`config.mk`:
```
export PLATFORM = sky130hd
export DESIGN_NAME = uart_irq_ident
export DESIGN_NICKNAME = d
export VERILOG_FILES = /design/src/rtl/uirq_pkg.sv /design/src/rtl/uirq_flag_bank.sv /design/src/rtl/uirq_flowchar.sv /design/src/rtl/uirq_rank.sv /design/src/rtl/uirq_read_hold.sv /design/src/rtl/uart_irq_ident.sv
export SDC_FILE = /design/constraint.sdc
export NUM_CORES = 1
export LEC_CHECK = 0
export CORE_ASPECT_RATIO = 0.8
export CORE_MARGIN = 4
export CORE_UTILIZATION = 44
export CTS_CLUSTER_SIZE = 30
export DETAILED_ROUTE_END_ITERATION = 6
export DONT_BUFFER_PORTS = 1
export PLACE_DENSITY = 0.7
export SLEW_MARGIN = 20
export SYNTH_ARGS = -nofsm -noshare
export SYNTH_HDL_FRONTEND = slang
export SYNTH_SLANG_ARGS = --single-unit
export TNS_END_PERCENT = 1
```
`constraint.sdc`:
```
create_clock -name clk -period 1.3 [get_ports clk]
set_input_delay 0.065 -clock clk [delete_from_list [all_inputs] [get_ports clk]]
set_output_delay 0.065 -clock clk [all_outputs]
set_load 0.005 [all_outputs]
```
`src/rtl/uirq_pkg.sv`:
```
package uirq_pkg;

    localparam int CODE_W = 6;
    localparam int EN_W   = 6;
    localparam int NSRC   = 7;
    localparam int NLAT   = 5;

    typedef logic [CODE_W-1:0] code_t;

    localparam code_t CODE_NONE = 6'b000001;
    localparam code_t CODE_LINE = 6'b000110;
    localparam code_t CODE_TMO  = 6'b001100;
    localparam code_t CODE_RXD  = 6'b000100;
    localparam code_t CODE_THR  = 6'b000010;
    localparam code_t CODE_MDM  = 6'b000000;
    localparam code_t CODE_XOFF = 6'b010000;
    localparam code_t CODE_FLOW = 6'b100000;

    // source index == rank, 0 is highest priority
    localparam int SRC_LINE = 0;
    localparam int SRC_TMO  = 1;
    localparam int SRC_RXD  = 2;
    localparam int SRC_THR  = 3;
    localparam int SRC_MDM  = 4;
    localparam int SRC_XOFF = 5;
    localparam int SRC_FLOW = 6;

    // enable register bit positions
    localparam int EN_RX   = 0;
    localparam int EN_THR  = 1;
    localparam int EN_LINE = 2;
    localparam int EN_MDM  = 3;
    localparam int EN_XOFF = 4;
    localparam int EN_FLOW = 5;

    // latched event slots
    localparam int L_OVR = 0;
    localparam int L_TMO = 1;
    localparam int L_THR = 2;
    localparam int L_MDM = 3;
    localparam int L_FLW = 4;

    function automatic code_t src_code(input int idx);
        case (idx)
            SRC_LINE: return CODE_LINE;
            SRC_TMO:  return CODE_TMO;
            SRC_RXD:  return CODE_RXD;
            SRC_THR:  return CODE_THR;
            SRC_MDM:  return CODE_MDM;
            SRC_XOFF: return CODE_XOFF;
            SRC_FLOW: return CODE_FLOW;
            default:  return CODE_NONE;
        endcase
    endfunction

    function automatic logic code_legal(input code_t c);
        return (c == CODE_NONE) || (c == CODE_LINE) || (c == CODE_TMO) ||
               (c == CODE_RXD)  || (c == CODE_THR)  || (c == CODE_MDM) ||
               (c == CODE_XOFF) || (c == CODE_FLOW);
    endfunction

endpackage

```
`src/rtl/uirq_flag_bank.sv`:
```
module uirq_flag_bank #(
    parameter int N = 5
) (
    input  logic         clk,
    input  logic         rst,
    input  logic [N-1:0] set,
    input  logic [N-1:0] clr,
    output logic [N-1:0] q
);

    for (genvar i = 0; i < N; i++) begin : g_flag
        always_ff @(posedge clk) begin
            if (rst)         q[i] <= 1'b0;
            else if (set[i]) q[i] <= 1'b1;
            else if (clr[i]) q[i] <= 1'b0;
        end


        set_wins_chk: assert property (@(posedge clk) disable iff (rst)
            set[i] |=> q[i]);


        clr_takes_chk: assert property (@(posedge clk) disable iff (rst)
            (clr[i] && !set[i]) |=> !q[i]);
    end

endmodule

```
`src/rtl/uirq_flowchar.sv`:
```
module uirq_flowchar (
    input  logic clk,
    input  logic rst,
    input  logic xoff_det,
    input  logic spec_det,
    input  logic xon_det,
    input  logic iir_clr,
    output logic pend
);

    logic is_spec;
    logic arrive;
    logic drop;

    assign arrive = xoff_det | spec_det;
    assign drop   = pend & ((xon_det & ~is_spec) | (iir_clr & is_spec));

    always_ff @(posedge clk) begin
        if (rst) begin
            pend    <= 1'b0;
            is_spec <= 1'b0;
        end else if (arrive) begin
            pend    <= 1'b1;
            is_spec <= ~xoff_det;
        end else if (drop) begin
            pend    <= 1'b0;
        end
    end


    xoff_keeps_on_read_chk: assert property (@(posedge clk) disable iff (rst)
        (pend && !is_spec && iir_clr && !xon_det && !arrive) |=> pend);


    spec_keeps_on_xon_chk: assert property (@(posedge clk) disable iff (rst)
        (pend && is_spec && xon_det && !iir_clr && !arrive) |=> pend);

endmodule

```
`src/rtl/uirq_rank.sv`:
```
module uirq_rank
    import uirq_pkg::*;
(
    input  logic [NSRC-1:0] pend,
    output code_t           code
);

    always_comb begin
        code = CODE_NONE;
        for (int i = NSRC - 1; i >= 0; i--) begin
            if (pend[i]) code = src_code(i);
        end
    end


    code_legal_chk: assert final (code_legal(code));

endmodule

```
`src/rtl/uirq_read_hold.sv`:
```
module uirq_read_hold
    import uirq_pkg::*;
(
    input  logic  clk,
    input  logic  rst,
    input  logic  rd_iir,
    input  code_t live,
    output logic  start,
    output code_t id_out
);

    logic  hold_vld;
    code_t hold;

    assign start  = rd_iir & ~hold_vld;
    assign id_out = (rd_iir && hold_vld) ? hold : live;

    always_ff @(posedge clk) begin
        if (rst) begin
            hold_vld <= 1'b0;
            hold     <= CODE_NONE;
        end else begin
            hold_vld <= rd_iir;
            if (start) hold <= live;
        end
    end


    held_stable_chk: assert property (@(posedge clk) disable iff (rst)
        (rd_iir && hold_vld) |-> (id_out == $past(id_out)));

endmodule

```
`src/rtl/uart_irq_ident.sv`:
```
module uart_irq_ident
    import uirq_pkg::*;
(
    input  logic            clk,
    input  logic            rst,
    input  logic            en_we,
    input  logic [EN_W-1:0] en_wdata,
    input  logic            err_in_fifo,
    input  logic            overrun_set,
    input  logic            rx_trig_lvl,
    input  logic            rx_tmo_set,
    input  logic            thr_set,
    input  logic            modem_set,
    input  logic            xoff_det,
    input  logic            spec_det,
    input  logic            xon_det,
    input  logic            flow_set,
    input  logic            rd_iir,
    input  logic            rd_lsr,
    input  logic            rd_rhr,
    input  logic            rd_msr,
    input  logic            wr_thr,
    output logic [CODE_W-1:0] id_code,
    output logic            irq_n
);

    logic [EN_W-1:0] en_q;
    logic [NLAT-1:0] lat_set;
    logic [NLAT-1:0] lat_clr;
    logic [NLAT-1:0] lat_q;
    logic [NSRC-1:0] pend;
    logic            xoff_pend;
    logic            iir_start;
    code_t           live;

    always_ff @(posedge clk) begin
        if (rst)        en_q <= '0;
        else if (en_we) en_q <= en_wdata;
    end

    // event latches and their clear rules
    always_comb begin
        lat_set        = '0;
        lat_clr        = '0;
        lat_set[L_OVR] = overrun_set;
        lat_clr[L_OVR] = rd_lsr;
        lat_set[L_TMO] = rx_tmo_set;
        lat_clr[L_TMO] = rd_rhr;
        lat_set[L_THR] = thr_set;
        lat_clr[L_THR] = wr_thr | (iir_start && live == CODE_THR);
        lat_set[L_MDM] = modem_set;
        lat_clr[L_MDM] = rd_msr;
        lat_set[L_FLW] = flow_set;
        lat_clr[L_FLW] = iir_start && live == CODE_FLOW;
    end

    uirq_flag_bank #(.N(NLAT)) i_flags (
        .clk (clk),
        .rst (rst),
        .set (lat_set),
        .clr (lat_clr),
        .q   (lat_q)
    );

    uirq_flowchar i_flowchar (
        .clk      (clk),
        .rst      (rst),
        .xoff_det (xoff_det),
        .spec_det (spec_det),
        .xon_det  (xon_det),
        .iir_clr  (iir_start && live == CODE_XOFF),
        .pend     (xoff_pend)
    );

    // masking against the enable register
    always_comb begin
        pend           = '0;
        pend[SRC_LINE] = en_q[EN_LINE] & (err_in_fifo | lat_q[L_OVR]);
        pend[SRC_TMO]  = en_q[EN_RX]   & lat_q[L_TMO];
        pend[SRC_RXD]  = en_q[EN_RX]   & rx_trig_lvl;
        pend[SRC_THR]  = en_q[EN_THR]  & lat_q[L_THR];
        pend[SRC_MDM]  = en_q[EN_MDM]  & lat_q[L_MDM];
        pend[SRC_XOFF] = en_q[EN_XOFF] & xoff_pend;
        pend[SRC_FLOW] = en_q[EN_FLOW] & lat_q[L_FLW];
    end

    uirq_rank i_rank (
        .pend (pend),
        .code (live)
    );

    uirq_read_hold i_hold (
        .clk    (clk),
        .rst    (rst),
        .rd_iir (rd_iir),
        .live   (live),
        .start  (iir_start),
        .id_out (id_code)
    );

    assign irq_n = (live == CODE_NONE);


    reset_state_chk: assert property (@(posedge clk)
        $past(rst) |-> (irq_n && id_code == CODE_NONE));


    polled_quiet_chk: assert property (@(posedge clk) disable iff (rst)
        (en_q == '0) |-> irq_n);


    irq_follows_code_chk: assert property (@(posedge clk) disable iff (rst)
        !rd_iir |-> (irq_n == (id_code == CODE_NONE)));


    thr_survives_higher_chk: assert property (@(posedge clk) disable iff (rst)
        (iir_start && live == CODE_LINE && lat_q[L_THR] && !wr_thr) |=> lat_q[L_THR]);

endmodule

```
==> out/metrics.yaml <==
placement.setup.worst_slack_ps: 141
number_of_warning_messages_in_the_yosys_log: 0
cts_max_path_buffers: 2
synth_compound_gate_area_share: 0.201
cts_inserted_buffers: 3
post_synth_fa_ha_maj_area_fraction: 0
tritoncts: "yes"
tritoncts_num_sinks: 20
cts-root-buf: "clkbuf_4"
synth_cell_type_count: 33
gr-total-overflow: 0
timing.final.hold_violations: 0
setup_crit_end_kind: "output pin"
worstMarginPinSlew_ps: 723
clock.fmax_mhz: 695
finalWeightedCongestion: 0.770
top_level_ports: 31
worst_ep_arrival_time_ps: 1370
num_vias: 843
grt_pass1_wl_mm: 3.68
status: "finished with violations"
cts.clk_slew.worst_paths_ps: 110
hpwl_after_dpl_mm: 1.44
area_delta_synth_final_pct: 38.1
largest_family_of_logic_cells_by_synthesized_area: "simple AND/OR/NAND/NOR gates"
minimum_clock_period_after_layout_ps: 1440
initial_utilization: 0.473
finalNonFillerCells: 157
worst_hold_path.endpoint: "i_flowchar.pend$_SDFFE_PP0P_"
core-area_um2: 1910
final_antenna_net_count: 0
layout.cells.most_common_list: "dlygate4sd3_1, nor2_1, dfxtp_1, nand2_1"
fin_tns_setup_ps: -402
synthesis.instances: 106
chipWidth_um: 58.7
postSynth.topFlopCell: "dfxtp_1"
cell_type_with_the_largest_total_area_after_synthesis: "dfxtp_1"
grt_antenna_before_repair: 0
placement_rows: 14
post_synth_xor_area_fraction: 0
detail_route.drc_violations: 0
postSynthAreaPerCell_um2: 8.52
drt-pass1-iter-count: 4
synthSimpleGateAreaFrac: 0.229
worst_skew_pair.late_latency_ps: 300
h-tree-depth: 1
ir_drop_mv: 0.958
hold_start: "xoff_det"
largest_net_degree_at_the_start_of_global_routing: 20
setup_skew_ps: 1.96
synthesis.area_um2: 903
via_count_of_the_first_global_routing_pass: 807
timing.critical_path.fanout_max: 3
chipHeight_um: 48.5
fin_nets: 158
worst_hold_path_class: "in2reg"
setup_viol: 4
drt_first_iter_violations: 17
power.static_leakage_nw: 0.515
postSynth.asyncResetShare: 0
route.detailed.vias_per_inst: 5.37
grt_setup_unrepaired: "yes"
layout_commonest_cell: "dlygate4sd3_1"
p_total_mw: 1.27
synth_top_cells_by_area: "dfxtp_1, nor2_1, mux2i_1"
r2r-end: "i_hold.hold[5]$_SDFFE_PP0P_"
routed_wire_length_per_instance_um: 14.0
synth.top_cell.area_share: 0.443
layout_setup_ws_ps: -138
regToRegSetupSlack_ps: -90
data_required_time_of_the_worst_path_ps: 1240
final_min_period_over_clock_period: 1.11
placement.io_buffers: 0
syn-num-nets: 130
r2r_start: "i_flags.q[3]$_SDFFE_PP0P_"
critPathLaunchType: "flip-flop"
post_synthesis_register_bit_count: 20
hold_depth: 2
reg2reg_depth: 5
diodes: 0
max_slew_violations: 0
violations: "setup timing"
share_of_cells_above_drive_strength_1: 0.180
timing.max_slew.rel_slack: 0.518
totalWireLength_mm: 2.20
synth-seq-area-share: 0.443
yosys-mux-area-fraction: 0.0789
pwr_density_cell_nw_per_um2: 1020
placedCellCount: 127
grt_usage: 0.166
synth-edff-count: 0
holdWs_ps: 12.6
floorplan.die_area_um2: 2850
critical_path.startpoint: "i_flags.q[3]$_SDFFE_PP0P_"
path_class: "reg2out"
max_cap_violations: 0
worst max path at each step:
stage | to | slack, ps | cells after the start
floorplan | i_flags.q[2]$_SDFFE_PP0P_ | 200 | 4
global placement | i_flags.q[2]$_SDFFE_PP0P_ | 160 | 4
detailed placement | i_hold.hold[5]$_SDFFE_PP0P_ | 140 | 3
CTS | id_code[0] | -150 | 4
global route | id_code[0] | -200 | 4
finish | id_code[0] | -140 | 4
report_power, final:
group          switching [mW]  internal (mW)
registers              0.0310          0.650
clock network           0.188          0.171
logic                  0.0994          0.134
per-stage QoR:
stage | instance area (um^2) | util
floorplan | 903 | -
global placement | 927 | 0.486
detailed placement | 927 | 0.486
CTS | 1240 | 0.649
global route | 1250 | 0.653
finish | 1250 | 0.653
metal layers:
metal,up-vias,global-route usage,part of all wire
met5,-,0,0
li1,421,-,-
met2,24,0.270,0.48
met4,0,0.0453,0.0086
met1,396,0.211,0.45
met3,2,0.0505,0.057
layout make-up:
cell class | instances | area [um^2]
multi-input combinational | 75 | 480
tap | 24 | 30.0
timing repair buffer | 28 | 273
clock buffer | 4 | 36.3
inverter | 6 | 22.5
sequential | 20 | 405
fill | 156 | 662
worst max-delay path, cell delays in order, from the launching register on:
cell and delay, ps:
dfxtp_2 340, a22oi_2 250, nand4_4 130, a21oi_2 170, mux2_4 170
repair_timing:
action                                 4_1_cts  5_1_grt
hold buffers                                24        0
pin swaps                                    3        2
buffers inserted                             2        0
endpoints found under the hold margin       20        0
setup endpoints to repair                    6       12
resized for setup                            8        4
cells by family after synthesis:
logic type	count (synthesis)
muxes	7
AOI/OAI and AO/OA	23
and+or+nand+nor	45
DFF	20
buffers and inverters	11
Yosys cell counts (2+ instances only):
cell type / count
a21oi_1: 6
buf_2: 2
clkbuf_1: 2
dfxtp_1: 20
inv_1: 6
mux2i_1: 6
nand2_1: 9
nand3_1: 3
nand4_1: 2
nor2_1: 22
nor2b_1: 2
nor3_1: 2
o21ai_0: 4
state kept, by name, indices dropped and copies added (netlist names):
register	cells
i_hold.hold_vld	1
en_q	6
i_flowchar.is_spec	1
i_hold.hold	6
i_flags.q	5
i_flowchar.pend	1
Power figures use the tool's default switching activity.
